--- config.mk ---
export PLATFORM = sky130hd
export DESIGN_NAME = evt_irq_gen
export DESIGN_NICKNAME = d
export VERILOG_FILES = /design/src/rtl/evt_irq_pkg.sv /design/src/rtl/evt_irq_src_mux.sv /design/src/rtl/evt_irq_prescaler.sv /design/src/rtl/evt_irq_latch.sv /design/src/rtl/evt_irq_gen.sv
export SDC_FILE = /design/constraint.sdc
export NUM_CORES = 1
export LEC_CHECK = 0
export ABC_AREA = 1
export BUFFER_PORTS_ARGS = -buffer_cell sky130_fd_sc_hd__buf_2
export CAP_MARGIN = 20
export CORE_UTILIZATION = 30
export DETAILED_ROUTE_END_ITERATION = 6
export PLACE_DENSITY = 0.67
export SLEW_MARGIN = 20
export SYNTH_ARGS = -nofsm -noshare
export SYNTH_HDL_FRONTEND = slang
export SYNTH_SLANG_ARGS = --single-unit
--- constraint.sdc ---
create_clock -name clk -period 1.3 [get_ports clk]
set_input_delay 0.13 -clock clk [delete_from_list [all_inputs] [get_ports clk]]
set_output_delay 0.13 -clock clk [all_outputs]
set_load 0.01 [all_outputs]
--- src/rtl/evt_irq_pkg.sv ---
package evt_irq_pkg;
    localparam int SEL_W = 3;
    localparam int N_EVT = 6;

    // source code assigned to evt_i bit index
    function automatic logic [SEL_W-1:0] src_code(input int idx);
        case (idx)
            0:       src_code = 3'b001;
            1:       src_code = 3'b010;
            2:       src_code = 3'b100;
            3:       src_code = 3'b101;
            4:       src_code = 3'b110;
            default: src_code = 3'b111;
        endcase
    endfunction
endpackage

--- src/rtl/evt_irq_src_mux.sv ---
module evt_irq_src_mux
    import evt_irq_pkg::*;
(
    input  logic [SEL_W-1:0] sel_i,
    input  logic [N_EVT-1:0] evt_i,
    output logic             hit_o
);
    logic [N_EVT-1:0] hit_vec;

    for (genvar g = 0; g < N_EVT; g++) begin : g_src
        assign hit_vec[g] = evt_i[g] && (sel_i == src_code(g));
    end

    assign hit_o = |hit_vec;
endmodule

--- src/rtl/evt_irq_prescaler.sv ---
module evt_irq_prescaler #(
    parameter int CNT_W = 2
) (
    input  logic             clk,
    input  logic             rst_n,
    input  logic             wr_i,
    input  logic             inc_i,
    input  logic [CNT_W-1:0] prd_i,
    output logic [CNT_W-1:0] cnt_o,
    output logic             match_o
);
    localparam int NXT_W = CNT_W + 1;

    typedef struct packed {
        logic [CNT_W-1:0] cnt;
    } pre_t;

    pre_t             st_d, st_q;
    logic [NXT_W-1:0] nxt;
    logic             match_d;

    always_comb begin
        st_d    = st_q;
        match_d = 1'b0;
        nxt     = NXT_W'(st_q.cnt) + NXT_W'(1);
        if (wr_i) begin
            st_d.cnt = '0;
        end else if (inc_i && (prd_i != '0)) begin
            if (nxt == NXT_W'(prd_i)) begin
                st_d.cnt = '0;
                match_d  = 1'b1;
            end else begin
                st_d.cnt = nxt[CNT_W-1:0];
            end
        end
    end

    always_ff @(posedge clk) begin
        if (!rst_n) st_q <= '0;
        else        st_q <= st_d;
    end

    assign cnt_o   = st_q.cnt;
    assign match_o = match_d;


    cnt_below_prd_chk: assert property (@(posedge clk) disable iff (!rst_n)
        (st_q.cnt == '0) || (st_q.cnt < prd_i));

    wr_clears_chk: assert property (@(posedge clk) disable iff (!rst_n)
        wr_i |=> (st_q.cnt == '0));

    off_holds_chk: assert property (@(posedge clk) disable iff (!rst_n)
        ((prd_i == '0) && !wr_i) |=> $stable(st_q.cnt));
endmodule

--- src/rtl/evt_irq_latch.sv ---
module evt_irq_latch (
    input  logic clk,
    input  logic rst_n,
    input  logic match_i,
    input  logic en_i,
    input  logic clr_i,
    output logic flag_o,
    output logic irq_o
);
    typedef struct packed {
        logic flag;
        logic irq;
    } lat_t;

    lat_t lat_d, lat_q;
    logic flag_eff;

    always_comb begin
        flag_eff  = lat_q.flag && !clr_i;
        lat_d.irq = match_i && en_i && !flag_eff;
        lat_d.flag = flag_eff || lat_d.irq;
    end

    always_ff @(posedge clk) begin
        if (!rst_n) lat_q <= '0;
        else        lat_q <= lat_d;
    end

    assign flag_o = lat_q.flag;
    assign irq_o  = lat_q.irq;


    irq_with_flag_chk: assert property (@(posedge clk) disable iff (!rst_n)
        lat_q.irq |-> lat_q.flag);

    flag_sticky_chk: assert property (@(posedge clk) disable iff (!rst_n)
        (lat_q.flag && !clr_i) |=> (lat_q.flag && !lat_q.irq));

    clr_match_chk: assert property (@(posedge clk) disable iff (!rst_n)
        (clr_i && match_i && en_i) |=> (lat_q.flag && lat_q.irq));

    no_irq_off_chk: assert property (@(posedge clk) disable iff (!rst_n)
        (match_i && !en_i) |=> !lat_q.irq);
endmodule

--- src/rtl/evt_irq_gen.sv ---
module evt_irq_gen
    import evt_irq_pkg::*;
#(
    parameter int CNT_W = 2
) (
    input  logic             clk,
    input  logic             rst_n,
    input  logic             cfg_we,
    input  logic             cfg_en,
    input  logic [SEL_W-1:0] cfg_sel,
    input  logic [CNT_W-1:0] cfg_prd,
    input  logic             force_i,
    input  logic             flag_clr_i,
    input  logic [N_EVT-1:0] evt_i,
    output logic [CNT_W-1:0] cnt_o,
    output logic             flag_o,
    output logic             irq_o
);
    typedef struct packed {
        logic             en;
        logic [SEL_W-1:0] sel;
        logic [CNT_W-1:0] prd;
    } cfg_t;

    cfg_t cfg_d, cfg_q;
    logic sel_hit;
    logic match;

    always_comb begin
        cfg_d = cfg_q;
        if (cfg_we) begin
            cfg_d.en  = cfg_en;
            cfg_d.sel = cfg_sel;
            cfg_d.prd = cfg_prd;
        end
    end

    always_ff @(posedge clk) begin
        if (!rst_n) cfg_q <= '0;
        else        cfg_q <= cfg_d;
    end

    evt_irq_src_mux i_mux (
        .sel_i (cfg_q.sel),
        .evt_i (evt_i),
        .hit_o (sel_hit)
    );

    evt_irq_prescaler #(.CNT_W(CNT_W)) i_pre (
        .clk     (clk),
        .rst_n   (rst_n),
        .wr_i    (cfg_we),
        .inc_i   (sel_hit || force_i),
        .prd_i   (cfg_q.prd),
        .cnt_o   (cnt_o),
        .match_o (match)
    );

    evt_irq_latch i_lat (
        .clk     (clk),
        .rst_n   (rst_n),
        .match_i (match),
        .en_i    (cfg_q.en),
        .clr_i   (flag_clr_i),
        .flag_o  (flag_o),
        .irq_o   (irq_o)
    );


    wr_no_pulse_chk: assert property (@(posedge clk) disable iff (!rst_n)
        (cfg_we && !flag_o) |=> !irq_o);

    irq_needs_en_chk: assert property (@(posedge clk) disable iff (!rst_n)
        irq_o |-> cfg_q.en);
endmodule

# ---- Yosys cells after proc, flatten, opt, wreduce, memory -nomap -nowiden
# Index checks and enable logic that the tools add are counted.
dict set report op_classes {
  mul 0
  magnitude_cmp 0
  n_mux 4
  div 0
  add_sub_neg 1
  n_bitwise 1
  shifts 0
  n_reduce_logical 17
  n_eq_ne 7
}
# cell count
set ops {}
lappend ops {{$eq 3x3->1 const B} 4}
lappend ops {{$logic_and 1x1->1} 10}
lappend ops {{$reduce_or 6->1} 1}
lappend ops {{$add 2x1->3 const B} 1}
lappend ops {{$eq 3x1->1 const B} 1}
lappend ops {{$eq 3x2->1} 1}
lappend ops {{$eq 3x2->1 const B} 1}
lappend ops {{$mux 1} 3}
lappend ops {{$logic_not 1->1} 2}
lappend ops {{$logic_or 1x1->1} 2}
lappend ops {{$mux 2} 1}
lappend ops {{$reduce_bool 2->1} 1}
lappend ops {{$reduce_or 2->1} 1}
lappend ops {{$not 1->1} 1}
dict set report word_totals {
  memories 0
  latch_bits 0
  out_inout_bits 4
  inputBits 17
  mem_bits_ro 0
  wordCells 36
  mem_bits_rw 0
  ff_bits 10
}

# ---- Depth between registers and ports, before layout
# Gate-level depths: netlist of run 1.
dict set report logic_depth {
  word_depth 10
  mapped_depth 9
  depth_no_buf 9
}

# ---- Modules after synthesis
# A second synthesis of run 1 with hierarchy kept.
dict set report hier_totals {
  hier_cells 100
  area_unflattened_um2 598.1
}
# mod area_per_inst_um2 instances cells_each seq_area_each_um2
set modules_own_cells {}
lappend modules_own_cells {evt_irq_gen 262.8 1 38 120.1}
lappend modules_own_cells {evt_irq_prescaler 187.7 1 33 40.0}
lappend modules_own_cells {evt_irq_src_mux 78.8 1 20 0.0}
lappend modules_own_cells {evt_irq_latch 68.8 1 9 40.0}

# ---- Least setup slack after synthesis of run 1
# No wires, ideal clock.
dict set report synth_timing {
  path_type {flip-flop to flip-flop}
  start {register i_pre.st_q, in the netlist i_pre.cnt_o[0]}
  end {register i_pre.st_q, in the netlist i_pre.cnt_o[1]}
  path_buffers 0
  path_slack_ns 0.021
  period_less_slack_ns 1.279
  path_stages_with_launch 8
  required_time_ns 1.185
  arrival_time_ns 1.164
  setup_time_ns 0.115
  path_cell_list {dfxtp_1 ha_1 xnor2_1 nand3b_1 nand2_1 nand3_1 nand2_1 nor2_1}
}
dict set report synth_via {
  elab_chain_cells 3
}
# element line
set synth_lines {}
lappend synth_lines {{from (decl)} evt_irq_prescaler.sv:18} ;# pre_t st_d, st_q;
lappend synth_lines {{from (signal assigned)} evt_irq_prescaler.sv:40} ;# else st_q <= st_d;
lappend synth_lines {{$add 2x1->3 (*)} evt_irq_prescaler.sv:25} ;# nxt = NXT_W'(st_q.cnt) + NXT_W'(1);
lappend synth_lines {{$eq 3x2->1} evt_irq_prescaler.sv:29} ;# if (nxt == NXT_W'(prd_i)) begin
lappend synth_lines {{$mux 2 (*)} evt_irq_prescaler.sv:29}
# Every way passes the cells marked *; elsewhere a longest branch is shown, timed or not.
# A chain may end at the register's enable or synchronous reset.

# ---- Worst setup path in the final report of run 1
dict set report layout_timing {
  start {register i_pre.st_q, in the netlist i_pre.cnt_o[1]}
  end {register i_pre.st_q, in the netlist i_pre.cnt_o[0]}
}
dict set report layout_via {
  elab_chain_cells 3
}
# element line
set layout_lines {}
lappend layout_lines {{$add 2x1->3} evt_irq_prescaler.sv:25}
lappend layout_lines {{$eq 3x2->1} evt_irq_prescaler.sv:29}
lappend layout_lines {{$mux 2} evt_irq_prescaler.sv:29}
# No other way between the ends.

==> PnR_summary.wiki, run 1 <==
{| class="wikitable"
! Metric !! Value
|-
| Register-to-Register Path Depth || 7
|-
| Synth Instances || around 70
|-
| Unrepaired setup endpoints after global routing || yes
|-
| Vias || 506
|-
| # Post-CTS Setup Buffers || 0
|-
| # port buffers || 20
|-
| Multi-input gate area || 265 µm²
|-
| Commonest cells in the synthesized netlist || sky130_fd_sc_hd__nand2_1 (15), sky130_fd_sc_hd__dfxtp_1 (10), sky130_fd_sc_hd__nor2_1 (10)
|-
| Worst voltage drop across the vdd grid || about 0.0006 V
|-
| Transition time of the tightest slew-check pin || between 0.2 and 0.25 ns
|-
| Switching pwr || 0.189 mW
|-
| WL/cell || 8.64 µm
|-
| Internal power || about 0.55 mW
|-
| Final Skew || around 0.0017 ns
|-
| Number of enable flip-flop cells after synthesis || 0
|-
| Sum of internal, switching and leakage power || 0.739 mW
|-
| Die area || approximately 1800 µm²
|-
| Part of the Yosys area used for sequential elements || 0.405
|-
| Core region area || between 1500 and 2000 µm²
|-
| Final ANT Viol Nets || 0
|-
| Cell taking the most area after synthesis || sky130_fd_sc_hd__dfxtp_1
|-
| Post-detailed-route via-to-cell ratio || 4.48
|-
| Worst hold path endpoint || cfg_q[1]
|-
| Relative max-transition margin || 0.852
|-
| Max-capacitance violation count || 0
|-
| Combinational share of power || 0.165
|-
| Horiz. Die Dim || about 43 µm
|-
| Clock transition at the register clock pins on the worst setup and hold paths after CTS || approximately 0.070 ns
|-
| Global Route Usage Sum || 0.128
|-
| Number of core rows || 14
|-
| Arrival time of the worst setup path || 1.37 ns
|-
| Final count of hold timing violations || 0
|-
| Effective utilization at floorplan || 0.324
|-
| Overflow left after global routing || 0
|-
| Number of buffers added by the clock tree synthesis step || 3
|-
| Kind of capture point of the worst setup path || flip-flop
|-
| Highest attainable clock frequency || just over 800 MHz
|-
| Setup slack on the worst flop-to-flop path || approximately 0.088 ns
|-
| Largest net degree at the start of global routing || 11
|-
| Number of synthesized register bits || 10
|-
| Fill cell count || 160
|-
| Cells taking the most area after synthesis || sky130_fd_sc_hd__dfxtp_1 (41%), sky130_fd_sc_hd__nand2_1 (11%), sky130_fd_sc_hd__nor2_1 (7.6%)
|-
| Post-detailed-routing wire length || 976 µm
|-
| Detailed router's first-iteration violation count || 15
|-
| Data required time of the critical path || approximately 1.5 ns
|-
| Start point of the worst hold path || cfg_prd[1]
|-
| Run status || finished clean
|-
| Synthesized netlist net count || 90
|-
| Clock sink count || 10
|-
| Type of the worst setup path || flip-flop to flip-flop
|-
| Fin Hold WS || 0.0859 ns
|-
| Ys async rst share || 0
|-
| Portion of synthesized cell area occupied by the leading cell type || 0.405
|-
| Clock Tree Root || sky130_fd_sc_hd__clkbuf_4
|-
| First-pass detailed-route iteration total || 4
|-
| Cell area after placement || around 620 µm²
|-
| Tcrit/Tclk final || 0.932
|-
| DRC viols || 0
|-
| First-pass GRT wire length || around 1800 µm
|-
| Share of power burned in registers || 0.455
|-
| CTS tree || yes
|-
| Estimated wirelength of the detail-placed design || about 750 µm
|-
| Vias in the first global route || about 440
|-
| Most used flip-flop cell after synthesis || sky130_fd_sc_hd__dfxtp_1
|-
| Final number of max-transition violations || 0
|-
| Share of cells above drive strength 1 || 0.340
|-
| Path category of the worst min-delay check || input port to flip-flop
|-
| Critical path peak fanout || 3
|-
| Final design utilization || 0.442
|-
| Pwr per Cell Area || roughly 1100 nW/µm²
|-
| Final cell area excluding filler cells || roughly 670 µm²
|-
| Switching part of the total power || 0.255
|-
| Mean instance size in the synthesized netlist || just under 7 µm²
|-
| Die boundary height || about 43 µm
|-
| Clock H-tree levels || 1
|-
| Setup violation total in the final timing report || 0
|-
| Startpoint class of the critical path || flip-flop
|-
| Part of the power in the clock network || 0.380
|-
| Relative area change from synthesis to final layout || 36.2%
|-
| Number of top-level pins || 21
|-
| Reg2reg end || i_pre.cnt_o[0]
|-
| Reg-to-reg startpoint || i_pre.cnt_o[1]
|-
| Number of antenna violations at the first check in global routing || 0
|-
| Fin Setup TNS || 0 ns
|-
| Cell depth of the worst hold path || 3
|-
| Maximum count of clock buffers along a single path || 2
|-
| Sequential cell area || approximately 200 µm²
|-
| Yosys warnings || 0
|-
| Leakage power total || roughly 0.35 nW
|-
| Distinct cell type count after synthesis || 17
|-
| Shortest clock period the worst path allows after layout || around 1.2 ns
|-
| Cell area after technology mapping || between 400 and 500 µm²
|-
| Most frequent cell after synthesis || sky130_fd_sc_hd__nand2_1
|-
| Clock latency at the later pin of the worst-skew pair || 0.26 ns
|-
| Number of inserted diodes || 0
|-
| Final RePlAce weighted congestion || around 0.77
|-
| Final layout net count || approximately 120
|}
-- worst max-delay path by stage --
stage	start	to	slack, ns	depth (start not counted)
2_1_floorplan	i_pre.cnt_o[0]	i_pre.cnt_o[1]	0.02	7
5_1_grt	i_pre.cnt_o[1]	i_lat.irq_o	-0.02	6
6_report	i_pre.cnt_o[1]	i_pre.cnt_o[0]	0.09	7
3_5_place_dp	i_pre.cnt_o[0]	i_pre.cnt_o[0]	0.06	7
4_1_cts	i_pre.cnt_o[0]	i_pre.cnt_o[0]	0.03	7
3_3_place_gp	i_pre.cnt_o[1]	i_pre.cnt_o[0]	0.08	7
-- power by group through the flow --
stage	logic, mW	registers, mW	clock network [mW]
after floorplan	0.0729	0.341	0
after global placement	0.118	0.341	0
after detailed placement	0.119	0.341	0
after CTS	0.120	0.334	0.289
after global routing	0.141	0.339	0.312
final	0.122	0.337	0.281
-- routing by layer --
metal / vias up / share of wire / global-route usage
met5: - / 0 / 0
li1: 281 / - / -
met1: 205 / 0.51 / 0.184
met3: 2 / 0.057 / 0.0431
met4: 0 / 0.0092 / 0.0375
met2: 18 / 0.42 / 0.178
-- final cells by class --
cell class,count,share of cell area
Inverter,11,0.0613
Timing Repair Buffer,21,0.160
Clock buffer,4,0.0539
Tap cell,16,0.0297
Sequential cell,10,0.301
Multi-Input combinational cell,51,0.394
-- critical path, stage by stage (launching register included) --
cell                       delay [ns]
sky130_fd_sc_hd__dfxtp_2         0.34
sky130_fd_sc_hd__ha_4            0.27
sky130_fd_sc_hd__xnor2_1         0.10
sky130_fd_sc_hd__nand3b_1        0.13
sky130_fd_sc_hd__nand2_1         0.08
sky130_fd_sc_hd__nand3_1         0.07
sky130_fd_sc_hd__nand2_1         0.06
sky130_fd_sc_hd__nor2_1          0.04
-- through the flow --
| stage | setup WS [ns] | instances |
|---|---|---|
| 2_1_floorplan | 0.0211 | 72 |
| 3_3_place_gp | 0.0806 | 109 |
| 3_5_place_dp | 0.0577 | 109 |
| 4_1_cts | 0.0294 | 113 |
| 5_1_grt | -0.0227 | 113 |
| 6_report | 0.0883 | 113 |
-- state kept, by name (all words and copies together) (netlist names) --
| signal | cells |
|---|---|
| cfg_q | 6 |
| i_lat.irq_o | 1 |
| i_lat.flag_o | 1 |
| i_pre.cnt_o | 2 |
-- layout by cell type (no fill, tap or decap), drive strengths merged --
master	netlist	layout
nand3	8	8
clkinv	1	1
a21oi	7	7
dfxtp	10	10
nand3b	1	1
ha	1	1
xor2	1	1
nor2	10	10
o21ai	5	5
or2	1	1
inv	10	10
buf	0	21
clkbuf	0	4
nand2	16	16
xnor2	1	1
-- repair_timing --
action / in CTS / in global routing
hold buffers: 0 / 0
resized for setup: 0 / 3
setup endpoints to repair: 0 / 4
-- cell families after synthesis --
logic type,after synthesis,synth area share
buffers and inverters,11,0.0835
xor gates and xnor gates,2,0.0354
DFF,10,0.405
and+or+nand+nor,36,0.322
adders and majority gates,1,0.0253
AOI/OAI and AO/OA,12,0.129
(Power assumes the default switching activity.)
==> run 2, diff against run 1 <==
--- a/config.mk
+++ b/config.mk
@@ -10,8 +10,9 @@
 export CAP_MARGIN = 20
 export CORE_UTILIZATION = 30
 export DETAILED_ROUTE_END_ITERATION = 6
-export PLACE_DENSITY = 0.67
+export PLACE_DENSITY = 0.65
 export SLEW_MARGIN = 20
 export SYNTH_ARGS = -nofsm -noshare
 export SYNTH_HDL_FRONTEND = slang
+export SYNTH_HIERARCHICAL = 1
 export SYNTH_SLANG_ARGS = --single-unit
==> run 2 against run 1 <==
  * The flow now finishes with violations (setup timing)
  * Global-route usage is 0.32 points higher
  * Sequential share of layout area is 4.9 points lower
  * Routed wire length is 14% higher
  * Fmax is 11% lower
  * Clock-buffer cell count is 1 lower
  * Area after synthesis is 21% higher
  * Synthesized cell count is 39% higher
  * Clock skew is 0.0040 ns higher
  * Via count is 21% higher
  * Final cell count is 33% higher
  * Register-to-register slack worse by 0.15 ns
  * Critical path type unchanged
  * Largest power group unchanged
==> PnR_summary.wiki, run 2 <==
{| class="wikitable"
! Metric !! Value
|-
| Estimated wirelength of the detail-placed design || 862 µm (+16%)
|-
| Reg-to-reg startpoint || cfg_q[2]
|-
| Final number of max-transition violations || 0 (unchanged)
|-
| Post-detailed-route via-to-cell ratio || 4.07 (-9.0%)
|-
| Worst slack at placement || -0.108 ns (-0.166 ns)
|-
| Number of synthesized register bits || 10 (unchanged)
|-
| Pwr per Cell Area || 868 nW/µm² (-21%)
|-
| Largest reg by FF count || cfg_q
|-
| Number of inserted diodes || 0 (unchanged)
|-
| WL/cell || 7.43 µm (-14%)
|-
| Share of cells above drive strength 1 || 0.400 (+0.0598)
|-
| Effective utilization at floorplan || 0.332 (+0.00764)
|-
| Global Route Usage Sum || 0.131 (+0.00322)
|-
| Distinct cell type count after synthesis || 13 (-4)
|-
| Die boundary height || 46.7 µm (+9.5%)
|-
| # port buffers || 20 (unchanged)
|-
| Slowest cell on the critical path || sky130_fd_sc_hd__dfxtp_4
|-
| Final design utilization || 0.452 (+0.0104)
|-
| Arrival time of the worst setup path || 1.50 ns (+0.13 ns)
|-
| Fin Hold WS || 0.123 ns (+0.0375 ns)
|-
| Final Skew || 0.00566 ns (+0.00400 ns)
|-
| Reg2reg end || i_lat/flag_o
|-
| Instance count after placement with tap cells included || 146 (+34%)
|-
| Top library cells by usage in the layout, fill and taps aside || sky130_fd_sc_hd__nand2_1 (32), sky130_fd_sc_hd__buf_2 (20), sky130_fd_sc_hd__inv_1 (19)
|-
| Part of the Yosys area used for sequential elements || 0.335 (-0.0703)
|-
| Vias || 611 (+21%)
|-
| Maximum count of clock buffers along a single path || 2 (unchanged)
|-
| Relative max-transition margin || 0.836 (-0.0168)
|-
| Most used flip-flop cell after synthesis || sky130_fd_sc_hd__dfxtp_1
|-
| Cells taking the most area after synthesis || sky130_fd_sc_hd__dfxtp_1 (33%), sky130_fd_sc_hd__nand2_1 (21%), sky130_fd_sc_hd__inv_1 (12%)
|-
| Type of the worst setup path || flip-flop to flip-flop
|-
| Synthesized netlist net count || 118 (+31%)
|-
| Layout Cells excl Fill || 150 (+33%)
|-
| Worst voltage drop across the vdd grid || 0.000669 V (+12%)
|-
| Start point of the worst hold path || flag_clr_i
|-
| Leakage power total || 0.460 nW (+33%)
|-
| Clock H-tree levels || 1 (unchanged)
|-
| Commonest cells in the synthesized netlist || sky130_fd_sc_hd__nand2_1 (34), sky130_fd_sc_hd__inv_1 (19), sky130_fd_sc_hd__nor2_1 (11)
|-
| Leading cell type in the layout, fill and taps excluded || sky130_fd_sc_hd__nand2_1
|-
| Number of antenna violations at the first check in global routing || 0 (unchanged)
|-
| Clock Tree Root || sky130_fd_sc_hd__clkbuf_4
|-
| Number of buffers added by the clock tree synthesis step || 3 (unchanged)
|-
| Clock sink count || 10 (unchanged)
|-
| Worst stage delay on the critical path || 0.36 ns (+0.02 ns)
|-
| First-pass GRT wire length || 2060 µm (+14%)
|-
| Number of hold buffers added after CTS || 0 (unchanged)
|-
| Cell depth of the worst hold path || 3 (unchanged)
|-
| Highest attainable clock frequency || 737 MHz (-11%)
|-
| Die area || 2180 µm² (+20%)
|-
| Clock transition at the register clock pins on the worst setup and hold paths after CTS || 0.06 ns (about the same)
|-
| DRC viols || 0 (unchanged)
|-
| Horiz. Die Dim || 46.7 µm (+9.5%)
|-
| Cell taking the most area after synthesis || sky130_fd_sc_hd__dfxtp_1
|-
| Post-route worst setup slack || -0.0573 ns (-0.146 ns)
|-
| Critical path peak fanout || 5 (+2)
|-
| Fill cell count || 192 (+20%)
|-
| Data required time of the critical path || 1.44 ns (-0.02 ns)
|-
| Mean instance size in the synthesized netlist || 5.98 µm² (-13%)
|-
| Relative area change from synthesis to final layout || 36.2% (about the same)
|-
| Most frequent cell after synthesis || sky130_fd_sc_hd__nand2_1
|-
| Final RePlAce weighted congestion || 0.668 (-13%)
|-
| Clock latency at the later pin of the worst-skew pair || 0.25 ns (about the same)
|-
| Final ANT Viol Nets || 0 (unchanged)
|-
| CTS tree || yes
|-
| Transition time of the tightest slew-check pin || 0.247 ns (+0.0266 ns)
|-
| Register-to-Register Path Depth || 13 (+6)
|-
| Final layout net count || 145 (+25%)
|-
| Unrepaired setup endpoints after global routing || yes
|-
| Number of top-level pins || 21 (unchanged)
|-
| Cell area after technology mapping || 598 µm² (+21%)
|-
| Run status || finished with violations
|-
| Detailed router's first-iteration violation count || 5 (-10)
|-
| Tcrit/Tclk final || 1.04 (+0.112)
|-
| Worst hold path endpoint || i_lat/irq_o
|-
| Kind of capture point of the worst setup path || flip-flop
|-
| Ys async rst share || 0 (unchanged)
|-
| Largest net degree at the start of global routing || 15 (+4)
|-
| Shortest clock period the worst path allows after layout || 1.36 ns (+0.146 ns)
|-
| Crit path cell chain || inv_4 > nand2_2 > nand3_2 > nand2_1 > nand2_1 > nand2_1 > or2_4 > o21ai_4 > nor2_4 > nand2_2 > nor2_2 > nand3_2 > nand2_1
|-
| First-pass detailed-route iteration total || 2 (-2)
|-
| Max-capacitance violation count || 0 (unchanged)
|-
| Overflow left after global routing || 0 (unchanged)
|-
| Number of core rows || 15 (+1)
|-
| Setup violation total in the final timing report || 4 (+4)
|-
| Final count of hold timing violations || 0 (unchanged)
|-
| Yosys warnings || 6 (+6)
|-
| Number of enable flip-flop cells after synthesis || 0 (unchanged)
|-
| Startpoint class of the critical path || flip-flop
|-
| Post-detailed-routing wire length || 1120 µm (+14%)
|-
| Most common cell type on the critical path || sky130_fd_sc_hd__nand2_1
|-
| Setup slack on the worst flop-to-flop path || -0.06 ns (-0.15 ns)
|-
| Portion of synthesized cell area occupied by the leading cell type || 0.335 (-0.0703)
|-
| Fin Setup TNS || -0.194 ns (-0.194 ns)
|-
| Largest register FFs || 6 (unchanged)
|-
| Violated checks || setup timing
|-
| Path category of the worst min-delay check || input port to flip-flop
|-
| Synth Instances || 100 (+39%)
|-
| Vias in the first global route || 534 (+21%)
|-
| Core region area || 1800 µm² (+18%)
|}
[run 2: cell types whose count changed after synthesis, sizes merged, moves of 4 or more]
cell	delta
o21ai	-4
nor2	+10
nand2	+19
a21oi	-5
inv	+12
[run 2: timing repair]
action | in CTS | in global routing
endpoints found under the setup margin | 4 | 4
pin swaps | 2 | 0
resized for setup | 3 | 9
buffers inserted | 1 | 0
[run 2: worst max-delay path, delay by kind of cell, from the launching register on]
kind | cells | cell delay, ns
AOI/OAI and AO/OA | 1 | 0.08
DFF | 1 | 0.36
buffers and inverters | 1 | 0.06
and+or+nand+nor | 11 | 0.75
[run 2: cells by family after synthesis]
logic type	Yosys count	share of synthesized area
flops	10	0.335
compound gates	3	0.0314
buf+inv	23	0.157
fa+ha+maj	1	0.0209
simple gates	63	0.456
[run 2: worst max-delay path by stage]
stage                        end      from  slack [ns]
finish              i_lat/flag_o  cfg_q[2]       -0.06
global route         i_lat/irq_o  cfg_q[2]       -0.18
detailed placement  i_lat/flag_o  cfg_q[3]       -0.11
global placement    i_lat/flag_o  cfg_q[3]       -0.09
floorplan           i_lat/flag_o  cfg_q[2]        0.01
CTS                 i_lat/flag_o  cfg_q[2]       -0.09
[run 2: power breakdown]
group | switching (mW) | leakage (nW) | total, mW | internal, mW
Sequential | 0.0185 | 0.0832 | 0.342 | 0.323
Clock | 0.0864 | 0.0138 | 0.192 | 0.106
Combinational | 0.0940 | 0.363 | 0.173 | 0.0795
[run 2: metal layers]
metal  share of wire  track usage  vias up
met2            0.47        0.192       11
met4           0.011       0.0686        0
met5               0            0        -
met3           0.034       0.0235        2
li1                -            -      341
met1            0.48        0.180      257
[run 2: final cells by class]
| cell class | instances | area (µm²) | share of cell area |
|---|---|---|---|
| inverter | 22 | 85.1 | 0.104 |
| sequential | 10 | 205 | 0.252 |
| multi-input combinational | 67 | 348 | 0.427 |
| timing repair buffer | 23 | 123 | 0.151 |
| tap | 25 | 31.3 | 0.0384 |
| clock buffer | 3 | 22.5 | 0.0276 |
[run 2: stage by stage]
| stage | power [mW] | cell area [µm²] |
|---|---|---|
| finish | 0.707 | 815 |
| global route | 0.761 | 815 |
| CTS | 0.700 | 778 |
| detailed placement | 0.500 | 737 |
| global placement | 0.496 | 737 |
| floorplan | 0.448 | 602 |
